`config.mk`:
```
export PLATFORM = sky130hd
export DESIGN_NAME = cascade_counter
export DESIGN_NICKNAME = d
export VERILOG_FILES = /design/src/rtl/cascade_counter_pkg.sv /design/src/rtl/slice_terminal.sv /design/src/rtl/count_slice.sv /design/src/rtl/cascade_counter.sv
export SDC_FILE = /design/constraint.sdc
export NUM_CORES = 1
export LEC_CHECK = 0
export BUFFER_PORTS_ARGS = -buffer_cell sky130_fd_sc_hd__buf_2
export CAP_MARGIN = 20
export CORE_MARGIN = 2
export CORE_UTILIZATION = 41
export CTS_BUF_LIST = sky130_fd_sc_hd__clkbuf_4
export CTS_CLUSTER_DIAMETER = 30
export DETAILED_ROUTE_END_ITERATION = 12
export PLACE_DENSITY = 0.65
export RECOVER_POWER = 50
export SLEW_MARGIN = 5
export SYNTH_ARGS = -nofsm -noshare
export SYNTH_HDL_FRONTEND = slang
export SYNTH_SLANG_ARGS = --single-unit
export TNS_END_PERCENT = 20
```
`constraint.sdc`:
```
create_clock -name clk -period 3.1 [get_ports clk]
set_input_delay 0.31 -clock clk [delete_from_list [all_inputs] [get_ports clk]]
set_output_delay 0.31 -clock clk [all_outputs]
set_load 0.05 [all_outputs]
```
`src/rtl/cascade_counter_pkg.sv`:
```
// Shared definitions for the cascaded counter.
// Assumes: direction encoding 0 = up, 1 = down is fixed at the ports.
package cascade_counter_pkg;

    // Count direction encoding as seen on dir_down
    typedef enum logic {
        DIR_UP   = 1'b0,
        DIR_DOWN = 1'b1
    } count_dir_e;

    // Width of one slice unless overridden
    localparam int unsigned DEFAULT_SLICE_W = 4;

endpackage

```
`src/rtl/slice_terminal.sv`:
```
// Terminal-value detector for one counter slice.
// Flags all-ones when counting up and all-zeros when counting down.
// Assumes: purely combinational, no clock.
module slice_terminal #(
    parameter int unsigned W = 4
) (
    input  logic [W-1:0] q,
    input  logic         dir_down,
    output logic         at_end
);
    import cascade_counter_pkg::*;

    localparam logic [W-1:0] ALL_ONES  = '1;
    localparam logic [W-1:0] ALL_ZEROS = '0;

    // Pick the end value that matches the direction
    always_comb begin
        if (count_dir_e'(dir_down) == DIR_DOWN) at_end = (q == ALL_ZEROS);
        else                                     at_end = (q == ALL_ONES);
    end
endmodule

```
`src/rtl/count_slice.sv`:
```
// One W-bit counter slice with synchronous clear, load, hold and up/down count.
// Counts only while carry_in is high. Passes a carry when it is counting
// and at its terminal value.
// Assumes: clear beats load, and load beats counting.
module count_slice #(
    parameter int unsigned W = 4
) (
    input  logic         clk,
    input  logic         rst_n,
    input  logic         load_n,
    input  logic [W-1:0] load_val,
    input  logic         carry_in,
    input  logic         dir_down,
    output logic [W-1:0] q,
    output logic         carry_out
);
    localparam logic [W-1:0] STEP = W'(1);

    logic at_end;

    slice_terminal #(.W(W)) u_term (
        .q        (q),
        .dir_down (dir_down),
        .at_end   (at_end)
    );

    // Next-state register: clear, load, count or hold
    always_ff @(posedge clk) begin
        if (!rst_n)        q <= '0;
        else if (!load_n)  q <= load_val;
        else if (carry_in) q <= dir_down ? (q - STEP) : (q + STEP);
    end

    // Ripple carry to the next slice
    always_comb carry_out = carry_in & at_end;
endmodule

```
`src/rtl/cascade_counter.sv`:
```
// Top level: NUM_SLICES counter slices chained by a ripple carry.
// cnt_en feeds the lowest carry-in. The top carry, masked during a load,
// is the terminal event.
// Assumes: all control inputs are synchronous to clk.
module cascade_counter #(
    parameter int unsigned SLICE_W    = 4,
    parameter int unsigned NUM_SLICES = 3,
    localparam int unsigned TOTAL_W   = SLICE_W * NUM_SLICES
) (
    input  logic               clk,
    input  logic               rst_n,
    input  logic               load_n,
    input  logic [TOTAL_W-1:0] load_val,
    input  logic               cnt_en,
    input  logic               dir_down,
    output logic [TOTAL_W-1:0] count,
    output logic               carry_out
);
    logic [NUM_SLICES:0] chain;

    // Enable is the carry into the least significant slice
    always_comb chain[0] = cnt_en;

    for (genvar s = 0; s < NUM_SLICES; s++) begin : g_slice
        count_slice #(.W(SLICE_W)) u_slice (
            .clk       (clk),
            .rst_n     (rst_n),
            .load_n    (load_n),
            .load_val  (load_val[s*SLICE_W +: SLICE_W]),
            .carry_in  (chain[s]),
            .dir_down  (dir_down),
            .q         (count[s*SLICE_W +: SLICE_W]),
            .carry_out (chain[s+1])
        );
    end

    // Terminal carry, suppressed while a load is requested
    always_comb carry_out = chain[NUM_SLICES] & load_n;
endmodule

```
# Word-level counts from Yosys, hierarchy flattened
# Index checks and enable logic that the tools add are counted.
[word_totals]
regBits = 12
in_bits = 17
output_inout_bits = 13
word_cells = 34
[classes]
n_addsub = 6
n_eq_ne = 6
n_mux = 12
bitwise_logic = 4
n_reduce_logical = 3
[op_table]
columns = ["op", "count"]
rows = [
  ["4-bit two-way mux", 9],
  ["4-bit by 1-bit adder with 4-bit output, second input constant", 3],
  ["4-bit equality test, second input constant", 3],
  ["4-bit zero test", 3],
  ["4-bit by 1-bit subtractor with 4-bit output, second input constant", 3],
  ["2-bit by 1-bit != test with 1-bit output, second input constant", 3],
  ["1-bit bitwise AND", 4],
  ["1-bit two-way mux", 3],
]

# Longest topological paths before layout
[depth]
word_depth = 6
depth_mapped = 6
ltp_nobuf = 6

# Cells and area by module
# From an unflattened synthesis, not the netlist that was laid out.
[unflattened]
hier_cells = 115
area_unflattened_um2 = 963.4
[modules_own_cells]
columns = ["mod", "instances", "cells_per_inst", "area_per_inst_um2", "seq_area_each_um2"]
rows = [
  ["count_slice", 3, 35, 295.3, 80.1],
  ["slice_terminal", 3, 3, 23.8, 0.0],
  ["cascade_counter", 1, 1, 6.3, 0.0],
]

# Least setup slack after synthesis
# No wires, ideal clock.
[synth_path]
path_kind = "reg2out"
startpoint = "register g_slice[0].u_slice.q[3]"
endpoint = "output carry_out"
arrival_ns = 2.058
required_ns = 2.790
setup_slack_ns = 0.732
stages_incl_launch_ff = 5
n_path_buf = 0
cell_sequence = "dfxtp_1 > or3b_1 > nor4_4 > o22ai_4 > nor2_1"
[synth_between]
elab_chain_len = 6
word_cells_on_any_way = 7
cone_classes = "eq/ne (1); mux (1); bitwise (4); reduce/logical (1)"
[synth_rtl]
columns = ["item", "line", "rtl"]
rows = [
  ["start, declared", "count_slice.sv:14", "output logic [W-1:0] q,"],
  ["start signal, assigned", "count_slice.sv:30", "else if (!load_n) q <= load_val;"],
  ["start signal, assigned", "count_slice.sv:31", "else if (carry_in) q <= dir_down ? (q - STEP) : (q + STEP);"],
  ["4-bit equality test / 4-bit zero test (equally long branches)", "slice_terminal.sv:19, slice_terminal.sv:18", ""],
  ["1-bit two-way mux *", "slice_terminal.sv:18", "if (count_dir_e'(dir_down) == DIR_DOWN) at_end = (q == ALL_ZEROS);"],
  ["1-bit bitwise AND * (3 in series)", "count_slice.sv:35", "always_comb carry_out = carry_in & at_end;"],
  ["1-bit bitwise AND *", "cascade_counter.sv:38", "always_comb carry_out = chain[NUM_SLICES] & load_n;"],
  ["end, declared", "cascade_counter.sv:17", "output logic carry_out"],
]
# Mark *: on every way between the ends. The rest lies on a longest branch, timed or not.

# Final worst setup path
# Same ends and word-level chain as after synthesis.

==> flow_summary_export.csv <==
group,metric,value,unit
worst_setup_path,cp-end-kind,"primary output",
worst_setup_path,cp_num_buf_inv,1,
sta,setup_ws,0.907,ns
floorplanning,rows,16,
grt,grt.busiest_layer,"met2",
logic_synthesis,synth.top_cells.by_count,"12 x dfxtp_1, 11 x nor2_1",
flow_run,maxCapViolCount,0,
run_status,status,"finished, final reports clean",
clock_network,cts.path.max_buffers,2,
route,num_vias,798,
logic_synthesis,ys_ff_latch,12,
route,wirelength,1840,um
sta,whs,0.238,ns
logic_synthesis,synth_fp_nets,130,
logic_synthesis,syn-cell-area,898,um2
logic_synthesis,postSynthCellCount,104,
sta,fmax,0.456,GHz
pwr,p_switching,0.000166,W
pwr,seqPwrFrac,0.425,
min_path,min_path_cells,3,
clock_network,postCtsHoldBufs,0,
logic_synthesis,muxShareOfSynthArea,0.0794,
sta,finalHoldViolCount,0,
worst_setup_path,critical_path_peak_fanout,6,
pwr,power_density,404,nW/um2
finish,largest_registers,"g_slice.u_slice.q x12",
pwr,power.total,0.000433,W
logic_synthesis,async_flop_share,0,
worst_setup_path,path_delay_family,"simple AND/OR/NAND/NOR gates",
clock_network,cts_setup_buffers,0,
worst_setup_path,crit_chain,"or3b_1, nor4_4, o22ai_4, nor2_1, buf_2",
route,viasPerCell,4.99,
route,drcViolationCount,0,
pwr,leakagePower,0.468,nW
logic_synthesis,yosys_warnings,0,
worst_setup_path,reg2regPathDepth,5,
grt,grtUsageTotal,0.160,
floorplanning,die_h,50.8,um
worst_setup_path,cpMaxStageDelayCell,"or3b_1",
pwr,vdd_drop_max,0.241,mV
route,drtPass1Iterations,4,
finish,n_fill_cell,210,
clock_network,clkTransAtPathRegs,0.07,ns
pwr,internal_power,0.000267,W
sta,worst_slew_pin_slew,0.598,ns
place,dpl.hpwl,1420,um
place,dp_slack,1.03,ns
sta,rsz0062_at_grt,"no",
grt,grt_start_max_net_pins,23,
grt,antenna_found_initial,0,
worst_setup_path,worstReg2RegStart,"g_slice[0].u_slice.q[3]",
logic_synthesis,synth_xor_area_frac,0.0877,
pwr,switching_share,0.383,
grt,grt_pass1_vias,739,
clock_network,cts_tree,"done",
grt,use_met2,0.276,
clock_network,clock-sinks,12,
route,wl_per_cell,11.5,um
worst_setup_path,regToRegSetupSlack,1.30,ns
finish,n_antenna_cell,0,
floorplanning,die-area,2580,um2
grt,grt_overflow_total,0,
worst_setup_path,crit_arrival,1.88,ns
min_path,whs_endpoint,"g_slice[1].u_slice.q[3]",
sta,drv_slew,0,
logic_synthesis,ys_top_cells_by_area,"dfxtp_1 27%, ha_1 8.4%, xnor2_1 7.8%",
logic_synthesis,yosys.cell_count.top_type,"dfxtp_1",
logic_synthesis,synth_simple_gate_area_frac,0.173,
floorplanning,io_pins,30,
min_path,holdCritStartpoint,"load_val[7]",
place,gp_congestion,0.750,
floorplanning,start_util,0.444,
worst_setup_path,slowest_delay,0.42,ns
logic_synthesis,synth_edf_count,0,
worst_setup_path,critical_path_class,"reg2out",
logic_synthesis,synth-compound-area-share,0.192,
worst_setup_path,r2r_end,"g_slice[2].u_slice.q[3]",
pwr,clock_power_share,0.218,
pwr,comb_power_share,0.357,
finish,largest_reg_flops,12,
clock_network,h-tree-depth,1,
grt,grt_pass1_wl,3130,um
logic_synthesis,yosysTopAreaCell,"dfxtp_1",
finish,area_growth,19.2,%
route,final_antenna_net_count,0,
clock_network,cts_made_buffers,3,
logic_synthesis,ys_types,29,
worst_setup_path,start_kind,"flop",
logic_synthesis,synth.avg_cell_area,8.64,um2
clock_network,cts_resized,0,
clock_network,clk_latency,0.27,ns
sta,clock_skew,0.00166,ns
floorplanning,core,2020,um2
place,port_buffers,29,
route,drt_iter0_drc,7,
finish,top_register,"g_slice.u_slice.q",
clock_network,clockRootBuffer,"clkbuf_4",
sta,min_period,2.19,ns
sta,setup_tns,0,ns
finish,nNetsFinal,161,
grt,grt.met3_usage,0.0614,
grt,use_met1,0.190,
sta,timing.final.crit_share,0.707,
logic_synthesis,yosysTopAreaCellShare,0.267,
finish,drive_gt1_frac,0.180,
logic_synthesis,synth-seq-area-share,0.267,
logic_synthesis,ys.flop_type,"dfxtp_1",
floorplanning,die_x,50.8,um
worst_setup_path,crit_required,2.79,ns
sta,setup_viol,0,
logic_synthesis,synth_top_family_by_area,"compound AO/OA/AOI/OAI gates",
sta,maxSlewHeadroom,0.603,
min_path,hold_path.class,"in2reg",
logic_synthesis,synth_fa_ha_area_frac,0.150,
-- per-stage QoR --
stage | instances | cell area (um2) | utilization
2_1_floorplan | 104 | 898 | -
3_3_place_gp | 157 | 1060 | 0.525
3_5_place_dp | 157 | 1060 | 0.525
4_1_cts | 160 | 1080 | 0.537
5_1_grt | 160 | 1070 | 0.530
6_report | 160 | 1070 | 0.530
-- final cells by class --
type	instances	area (um2)	area share
timing repair buffer	29	131	0.123
inverter	8	30.0	0.0280
multi-input combinational	81	613	0.572
tap	27	33.8	0.0315
clock buffer	3	22.5	0.0210
sequential	12	240	0.224
-- logic make-up (layout without fill, tap and decap cells) --
| group | Yosys count | in the layout |
|---|---|---|
| XOR/XNOR | 9 | 9 |
| buffers and inverters | 11 | 40 |
| AO/OA/AOI/OAI | 27 | 27 |
| adder cells (fa/ha/maj) | 9 | 9 |
| AND/OR/NAND/NOR | 29 | 29 |
| multiplexers | 7 | 7 |
| flip-flops | 12 | 12 |
-- per-layer routing --
metal | vias up | share of wire
met2 | 19 | 0.48
met4 | 0 | 0
li1 | 426 | -
met5 | - | 0
met1 | 353 | 0.47
met3 | 0 | 0.053
-- how the worst max path moves through the flow --
| stage | from | endpoint | slack (ns) | cells after the start |
|---|---|---|---|---|
| 6_report | g_slice[0].u_slice.q[3] | carry_out | 0.91 | 5 |
| 5_1_grt | g_slice[0].u_slice.q[3] | carry_out | 0.80 | 5 |
| 4_1_cts | g_slice[0].u_slice.q[3] | carry_out | 0.89 | 5 |
| 3_5_place_dp | dir_down | carry_out | 1.03 | 6 |
| 3_3_place_gp | dir_down | carry_out | 1.08 | 6 |
| 2_1_floorplan | g_slice[0].u_slice.q[3] | carry_out | 0.73 | 4 |
-- power by group through the flow --
stage | sequential [W] | clock (W) | combinational, W
floorplan | 0.000227 | 0 | 0.0000788
global placement | 0.000187 | 0 | 0.000157
detailed placement | 0.000187 | 0 | 0.000158
CTS | 0.000183 | 0.000101 | 0.000159
global route | 0.000187 | 0.000110 | 0.000171
finish | 0.000184 | 0.0000943 | 0.000155
-- cells in the final DEF, fill, tap and decap left out, drive strengths merged, types with 4 or more instances in the layout --
| master | Yosys | layout |
|---|---|---|
| a211oi | 4 | 4 |
| a21oi | 8 | 8 |
| buf | 1 | 18 |
| clkbuf | 2 | 14 |
| dfxtp | 12 | 12 |
| ha | 6 | 6 |
| inv | 8 | 8 |
| mux2i | 6 | 6 |
| nand2 | 7 | 7 |
| nor2 | 11 | 11 |
| o21ai | 9 | 9 |
| xnor2 | 8 | 8 |
-- tightest hold or removal path: cells and delay by family --
family	cells	cell delay [ns]
AOI/OAI and AO/OA	1	0.06
and+or+nand+nor	1	0.03
buffers and inverters	1	0.08
Power figures use the tool's default switching activity.
